==> src/rtl/pcm_cmp_pkg.sv <==
package pcm_cmp_pkg;
    timeunit 1ns;
    timeprecision 1ps;

    // Widths of the code fields; the magnitude width follows from them.
    localparam int SEG_W   = 3;
    localparam int INT_W   = 4;
    localparam int SEG_MAX = (1 << SEG_W) - 1;
    localparam int MAG_W   = SEG_MAX + INT_W;
    localparam int LIN_W   = MAG_W + 1;
    localparam int CODE_W  = 1 + SEG_W + INT_W;

    typedef logic [MAG_W-1:0] mag_t;
    typedef logic [SEG_W-1:0] seg_t;
    typedef logic [INT_W-1:0] ival_t;

    typedef struct packed {
        logic sign;
        mag_t mag;
    } lin_sample_t;

    typedef struct packed {
        logic  sign;
        seg_t  seg;
        ival_t ival;
    } pcm_code_t;

    // Segment index from a saturated leading-zero count.
    function automatic seg_t seg_from_lz(input seg_t lz);
        return seg_t'(SEG_MAX) - lz;
    endfunction

    // Build the output code word from its fields.
    function automatic pcm_code_t pack_code(input logic sign, input seg_t seg, input ival_t ival);
        pcm_code_t c;
        c.sign = sign;
        c.seg  = seg;
        c.ival = ival;
        return c;
    endfunction
endpackage

==> src/rtl/pcm_cmp_lzc.sv <==
// Counts leading zeros over the top SEG_MAX magnitude bits, saturating at SEG_MAX.
module pcm_cmp_lzc #(
    parameter int MAG_W = pcm_cmp_pkg::MAG_W,
    parameter int SEG_W = pcm_cmp_pkg::SEG_W
) (
    input  logic [MAG_W-1:0] mag,
    output logic [SEG_W-1:0] lz
);
    timeunit 1ns;
    timeprecision 1ps;

    localparam int SEG_MAX = (1 << SEG_W) - 1;

    logic hit;

    always_comb begin
        lz  = SEG_W'(SEG_MAX);
        hit = 1'b0;
        for (int i = 0; i < SEG_MAX; i++) begin
            if (!hit && mag[MAG_W-1-i]) begin
                lz  = SEG_W'(i);
                hit = 1'b1;
            end
        end
    end
endmodule

==> src/rtl/pcm_cmp_interval_sel.sv <==
// Chooses the interval bits that sit below the implied leading one of each segment.
module pcm_cmp_interval_sel #(
    parameter int MAG_W = pcm_cmp_pkg::MAG_W,
    parameter int SEG_W = pcm_cmp_pkg::SEG_W,
    parameter int INT_W = pcm_cmp_pkg::INT_W
) (
    input  logic [MAG_W-1:0] mag,
    input  logic [SEG_W-1:0] seg,
    output logic [INT_W-1:0] ival
);
    timeunit 1ns;
    timeprecision 1ps;

    localparam int NSEG = 1 << SEG_W;

    logic [INT_W-1:0] cand [NSEG];

    for (genvar s = 0; s < NSEG; s++) begin : g_seg
        if (s == 0) begin : g_linear
            // no implied one: lowest bits are used directly
            assign cand[s] = mag[INT_W-1:0];
        end else begin : g_scaled
            // leading one at bit s+INT_W-1; interval is the bits below it
            assign cand[s] = mag[s+INT_W-2 : s-1];
        end
    end

    assign ival = cand[seg];
endmodule

==> src/rtl/pcm_cmp_out_reg.sv <==
// Output stage: one register for the code and the strobe, with synchronous reset.
module pcm_cmp_out_reg
    import pcm_cmp_pkg::*;
(
    input  logic      clk,
    input  logic      rst,
    input  logic      nxt_valid,
    input  pcm_code_t nxt_code,
    output logic      q_valid,
    output pcm_code_t q_code
);
    timeunit 1ns;
    timeprecision 1ps;

    always_ff @(posedge clk) begin
        if (rst) begin
            q_valid <= 1'b0;
            q_code  <= '0;
        end else begin
            q_valid <= nxt_valid;
            if (nxt_valid) begin
                q_code <= nxt_code;
            end
        end
    end
endmodule

==> src/rtl/pcm_compressor.sv <==
module pcm_compressor
    import pcm_cmp_pkg::*;
(
    input  logic              clk,
    input  logic              rst,
    input  logic              in_valid,
    input  logic [LIN_W-1:0]  in_sample,
    output logic              out_valid,
    output logic [CODE_W-1:0] out_code
);
    timeunit 1ns;
    timeprecision 1ps;

    lin_sample_t smp;
    seg_t        lz;
    seg_t        seg;
    ival_t       ival;
    pcm_code_t   nxt_code;
    pcm_code_t   q_code;

    assign smp = lin_sample_t'(in_sample);

    pcm_cmp_lzc #(.MAG_W(MAG_W), .SEG_W(SEG_W)) lzc_i (
        .mag (smp.mag),
        .lz  (lz)
    );

    assign seg = seg_from_lz(lz);

    pcm_cmp_interval_sel #(.MAG_W(MAG_W), .SEG_W(SEG_W), .INT_W(INT_W)) sel_i (
        .mag  (smp.mag),
        .seg  (seg),
        .ival (ival)
    );

    assign nxt_code = pack_code(smp.sign, seg, ival);

    pcm_cmp_out_reg oreg_i (
        .clk       (clk),
        .rst       (rst),
        .nxt_valid (in_valid),
        .nxt_code  (nxt_code),
        .q_valid   (out_valid),
        .q_code    (q_code)
    );

    assign out_code = q_code;
endmodule

==> config.mk <==
export PLATFORM = sky130hd
export DESIGN_NAME = pcm_compressor
export DESIGN_NICKNAME = d
export VERILOG_FILES = /design/src/rtl/pcm_cmp_pkg.sv /design/src/rtl/pcm_cmp_lzc.sv /design/src/rtl/pcm_cmp_interval_sel.sv /design/src/rtl/pcm_cmp_out_reg.sv /design/src/rtl/pcm_compressor.sv
export SDC_FILE = /design/constraint.sdc
export NUM_CORES = 1
export LEC_CHECK = 0
export ABC_AREA = 1
export BUFFER_PORTS_ARGS = -buffer_cell sky130_fd_sc_hd__buf_4
export CELL_PAD_IN_SITES_DETAIL_PLACEMENT = 1
export CELL_PAD_IN_SITES_GLOBAL_PLACEMENT = 2
export CORE_MARGIN = 2
export CORE_UTILIZATION = 21
export CTS_BUF_LIST = sky130_fd_sc_hd__clkbuf_16
export CTS_CLUSTER_DIAMETER = 150
export DETAILED_ROUTE_END_ITERATION = 12
export PLACE_DENSITY_LB_ADDON = 0.1
export SYNTH_ARGS = -nofsm -noshare
export SYNTH_HDL_FRONTEND = slang
export SYNTH_SLANG_ARGS = --single-unit
export TNS_END_PERCENT = 100
==> constraint.sdc <==
create_clock -name clk -period 1.1 [get_ports clk]
set_input_delay 0.11 -clock clk [delete_from_list [all_inputs] [get_ports clk]]
set_output_delay 0.11 -clock clk [all_outputs]
set_load 0.01 [all_outputs]
# Word-level counts from Yosys, hierarchy flattened

Cells that the tools add are included.

Shifts and indexed selects: 0
Bitwise operators: 1
Multiplexer cells: 16
$add $sub $neg: 1
Divide/modulo/power cells: 0
$lt $le $gt $ge: 1
$mul: 0
Reduce and logical (&&, ||, !) cells: 12
Equality and inequality tests: 0

Operators by type and width:

| cell                                                     | number |
|---|---|
| 2-to-1 mux 3 bit                                         | 7 |
| binary-select mux 4 bit (select 3 bit)                   | 1 |
| 2-to-1 mux 4 bit                                         | 2 |
| logical AND 1 bit                                        | 6 |
| zero test 1 bit                                          | 6 |
| 2-to-1 mux 1 bit                                         | 6 |
| greater-or-equal comparator 4 bit, second input constant | 1 |
| NOT 3 -> 4 bit                                           | 1 |
| subtractor 3 bit, first input constant                   | 1 |

Output and inout bits: 9
Memories: 0
Bits in latches: 0
ROM bits: 0
RAM bits: 0
Bits of input ports: 15
Bits in registers: 9

# Longest topological paths before layout

Word-level depth: 24
Gate-level depth with buffers: 12
Mapped depth without buffers: 12

# By module

From an unflattened synthesis, not the netlist that was laid out.

Cell total of the unflattened synthesis: 132
Area, all modules: 721.9 sq um

By module, submodules not included:

| module               | seq. area each (sq um) | cells each | area an instance (sq um) | instances |
|---|---|---|---|---|
| pcm_cmp_out_reg      | 180.2                  | 54         | 369.1                    | 1 |
| pcm_cmp_interval_sel | 0.0                    | 58         | 264.0                    | 1 |
| pcm_cmp_lzc          | 0.0                    | 17         | 77.6                     | 1 |
| pcm_compressor       | 0.0                    | 3          | 11.3                     | 1 |

# Least setup slack after synthesis

No wires, ideal clock.

Path kind: input-to-reg
Start: in in_sample[10]
End: reg, netlist name oreg_i.q_code[0]
Data arrival time: 0.996 ns
Setup time: 0.109 ns
Slack: -0.005 ns
Stages on the path: 12
Path through: nor2_2 -> nand2_2 -> nor2_4 -> nand3_4 -> nand2_4 -> nand2_1 -> nand3_1 -> nand2_1 -> nand2_1 -> nand3_1 -> nand2_1 -> inv_1

Cells in the longest elaborated chain, start to end: 24
Elaborated cells between the ends (all ways): 30
Classes of those cells: 1 x add/sub; 16 x mux; 1 x bitwise; 12 x reduce/logical

RTL lines:

| what                                                    | line                       | text |
|---|---|---|
| start: declaration                                      | pcm_compressor.sv:7        | `input logic [LIN_W-1:0] in_sample,` |
| 2-to-1 mux 1 bit                                        | pcm_cmp_lzc.sv:20          | `if (!hit && mag[MAG_W-1-i]) begin` |
| zero test 1 bit                                         | pcm_cmp_lzc.sv:20          |  |
| logical AND 1 bit                                       | pcm_cmp_lzc.sv:20          |  |
| 2-to-1 mux 1 bit                                        | pcm_cmp_lzc.sv:20          |  |
| zero test 1 bit                                         | pcm_cmp_lzc.sv:20          |  |
| logical AND 1 bit                                       | pcm_cmp_lzc.sv:20          |  |
| 2-to-1 mux 1 bit                                        | pcm_cmp_lzc.sv:20          |  |
| zero test 1 bit                                         | pcm_cmp_lzc.sv:20          |  |
| [7 not listed]                                          | -                          |  |
| 2-to-1 mux 1 bit                                        | pcm_cmp_lzc.sv:20          |  |
| zero test 1 bit                                         | pcm_cmp_lzc.sv:20          |  |
| logical AND 1 bit                                       | pcm_cmp_lzc.sv:20          |  |
| 2-to-1 mux 3 bit (*)                                    | pcm_cmp_lzc.sv:20          |  |
| subtractor 3 bit (*)                                    | pcm_cmp_pkg.sv:30          | `return seg_t'(SEG_MAX) - lz;` |
| NOT 3 -> 4 bit (not written as such) (*)                | pcm_cmp_interval_sel.sv:28 | `assign ival = cand[seg];` |
| binary-select mux 4 bit (select 3 bit) (*)              | pcm_cmp_interval_sel.sv:28 |  |
| 2-to-1 mux 4 bit (not written as such) (*) (2 in a row) | pcm_cmp_interval_sel.sv:28 |  |

Every way passes the cells marked *; elsewhere a longest branch is shown, timed or not. The select of a mux whose other input is x is not followed.
A chain may end at the register's enable or synchronous reset.

# Worst setup path after layout

Start: in in_sample[10]
End: reg, netlist name oreg_i.q_code[0]

Cells in the longest elaborated chain, start to end: 24
Elaborated cells between the ends (all ways): 30
Classes of those cells: 1 x add/sub; 16 x mux; 1 x bitwise; 12 x reduce/logical

RTL lines:

| what                                                    | line |
|---|---|
| 2-to-1 mux 1 bit                                        | pcm_cmp_lzc.sv:20 |
| zero test 1 bit                                         | pcm_cmp_lzc.sv:20 |
| logical AND 1 bit                                       | pcm_cmp_lzc.sv:20 |
| 2-to-1 mux 1 bit                                        | pcm_cmp_lzc.sv:20 |
| zero test 1 bit                                         | pcm_cmp_lzc.sv:20 |
| logical AND 1 bit                                       | pcm_cmp_lzc.sv:20 |
| 2-to-1 mux 1 bit                                        | pcm_cmp_lzc.sv:20 |
| zero test 1 bit                                         | pcm_cmp_lzc.sv:20 |
| [7 not listed]                                          | - |
| 2-to-1 mux 1 bit                                        | pcm_cmp_lzc.sv:20 |
| zero test 1 bit                                         | pcm_cmp_lzc.sv:20 |
| logical AND 1 bit                                       | pcm_cmp_lzc.sv:20 |
| 2-to-1 mux 3 bit (*)                                    | pcm_cmp_lzc.sv:20 |
| subtractor 3 bit (*)                                    | pcm_cmp_pkg.sv:30 |
| NOT 3 -> 4 bit (not written as such) (*)                | pcm_cmp_interval_sel.sv:28 |
| binary-select mux 4 bit (select 3 bit) (*)              | pcm_cmp_interval_sel.sv:28 |
| 2-to-1 mux 4 bit (not written as such) (*) (2 in a row) | pcm_cmp_interval_sel.sv:28 |

Marked as above.

==> flow_metrics.env <==
export IMPL_insertion_delay_ns=0.23
export IMPL_clock_sinks=9
export IMPL_dieArea_um2=3720
export IMPL_status="finished clean"
export IMPL_finalHoldViolCount=0
export IMPL_path_max_fanout=7
export IMPL_finalSetupViolations=0
export IMPL_ys_seq_elements=9
export IMPL_grt_max_degree=10
export IMPL_holdBufCountCts=0
export IMPL_routed_via_density=4.25
export IMPL_criticalPathCategory="in -> reg"
export IMPL_dpl_cell_area_um2=1020
export IMPL_die_x_um=61.0
export IMPL_dpl_cell_count=195
export IMPL_ys_seq_area_share_pct=26.4
export IMPL_grt_total_usage_pct=14.3
export IMPL_synth_area_um2=682
export IMPL_power_leakage_nw=0.611
export IMPL_yosys_warnings=0
export IMPL_final_cell_area_um2=1140
export IMPL_grt_pass1_vias=845
export IMPL_whs_ns=0.0616
export IMPL_vdd_drop_max_v=0.000416
export IMPL_antenna_found_initial=0
export IMPL_worstPathRequired_ns=1.23
export IMPL_h_tree_depth=1
export IMPL_ys_types=19
export IMPL_ant_nets=0
export IMPL_cp_end_kind="flop"
export IMPL_worst_slack_ns=0.0217
export IMPL_crit_path_start_kind="input pin"
export IMPL_drtIter0Drc=26
export IMPL_drive_gt1_share_pct=37.2
export IMPL_final_cell_mix="buf_4 (35), nand2_1 (33), nand3_1 (22)"
export IMPL_port_buffers=23
export IMPL_place_ws_ns=-0.334
export IMPL_numCtsBuffers=3
export IMPL_core_area_um2=3080
export IMPL_layout_filler_cells=406
export IMPL_maxCapViolCount=0
export IMPL_nets=172
export IMPL_powerDensity_nw_per_um2=1170
export IMPL_post_route_period_util_pct=98.0
export IMPL_root_buffer="clkbuf_16"
export IMPL_initial_core_util_pct=22.2
export IMPL_wl_per_cell_um=11.4
export IMPL_hpwl_um=1880
export IMPL_area_growth_syn_to_layout_pct=67.9
export IMPL_hold_class="in -> reg"
export IMPL_die_y_um=61.0
export IMPL_multi_input_area_um2=439
export IMPL_cts_tree="yes"
export IMPL_postSynthCellCount=114
export IMPL_final_common_cell="buf_4"
export IMPL_syn_nets=129
export IMPL_clkTransAtPathRegs_ns=0.04
export IMPL_grt_pass1_wl_um=3920
export IMPL_layout_min_cycle_time_ns=1.08
export IMPL_rr_worst_depth=4
export IMPL_routabilityCongestion=0.759
export IMPL_row_count=20
export IMPL_antenna_cells=0
export IMPL_min_path_cells=2
export IMPL_drc=0
export IMPL_final_seq_area_um2=180
export IMPL_avgSynthCellArea_um2=5.98
export IMPL_drtPass1Iterations=4
export IMPL_finalClockSkew_ns=0
export IMPL_max_freq_mhz=927
export IMPL_vias=849
export IMPL_drt_total_wl_um=2290
export IMPL_stdcell_count=200
export IMPL_worst_slew_pin_slew_ns=0.215
export IMPL_relSlewSlack_pct=85.6
export IMPL_io_pins=24
export IMPL_cts_buffer_depth=2
export IMPL_grt_overflow_total=0
export IMPL_crit_arrival_ns=1.21
export IMPL_rsz0062_at_grt="yes"
export IMPL_finalMaxSlewViolations=0
cell type report:
type / count / share of cell area, %
well taps: 44 / 4.81
inverters: 20 / 6.99
clock buffers: 3 / 6.56
clock inverters: 1 / 0.328
repair buffers: 39 / 27.2
flip-flops and latches: 9 / 15.7
multi-input cells: 84 / 38.4
synth_stat cells, drive strengths merged:
library cell | n | share of area (%)
dfxtp | 9 | 26
nor2 | 13 | 11
a21oi | 4 | 3.5
o211ai | 1 | 1.1
clkinv | 1 | 0.55
buf | 1 | 0.73
o2111ai | 1 | 1.3
inv | 19 | 10
nand2 | 36 | 21
nand3 | 25 | 21
o21ai | 4 | 2.9
logic make-up after synthesis:
group,after synthesis,share of synthesized area [%]
buf+inv,21,11.7
flops,9,26.4
compound gates,10,8.81
simple gates,74,53.0
critical path: stages:
cell and delay, ns:
buf_8 0.10, nor2_4 0.14, nand2_2 0.09, nor2_4 0.12, nand3_4 0.14, nand2_4 0.13
nand2_1 0.06, nand3_1 0.07, nand2_1 0.05, nand2_1 0.05, nand3_1 0.06, nand2_1 0.06
inv_1 0.04
stage by stage:
step / util [%] / power, mW / setup TNS [ns]
after floorplan: - / 0.526 / 0
after detailed placement: 33.2 / 0.692 / -1.26
final: 37.2 / 1.34 / 0
after CTS: 36.7 / 1.34 / 0
after global placement: 33.2 / 0.690 / -1.04
after global routing: 37.2 / 1.41 / -0.261
state kept, by name (all words and copies together) (netlist names):
signal and count:
oreg_i.q_code 8, oreg_i.q_valid 1
worst paths after layout:
check                           startpoint                            end  slack [ns]
min reg2reg  oreg_i.q_code[5]$_SDFFE_PP0P_  oreg_i.q_code[5]$_SDFFE_PP0P_        0.50
max                          in_sample[10]  oreg_i.q_code[0]$_SDFFE_PP0P_        0.02
max reg2reg  oreg_i.q_code[3]$_SDFFE_PP0P_  oreg_i.q_code[3]$_SDFFE_PP0P_        0.44
min                                    rst  oreg_i.q_code[3]$_SDFFE_PP0P_        0.06
routing by layer:
layer | global-route usage (%) | share of wire, % | vias to the layer above | routed length (µm)
met1 | 18.8 | 47 | 379 | 1070
met4 | 4.66 | 1.6 | 0 | 36
li1 | - | - | 444 | -
met3 | 3.20 | 5.3 | 4 | 121
met2 | 23.2 | 46 | 22 | 1060
met5 | 0 | 0 | - | 0
what timing repair did:
item                                    4_1_cts  5_1_grt
pin swaps                                     0        1
setup buffers                                 0        1
endpoints found under the setup margin        4        4
resized for setup                             7        4
gates cloned                                  0        0
endpoints found under the hold margin         0        0
report_power, final:
group	total [mW]	internal (mW)	switching (mW)
registers	0.364	0.353	0.0110
clock network	0.634	0.475	0.159
logic	0.338	0.163	0.175
total	1.34	0.990	0.345
(Power assumes the default switching activity.)
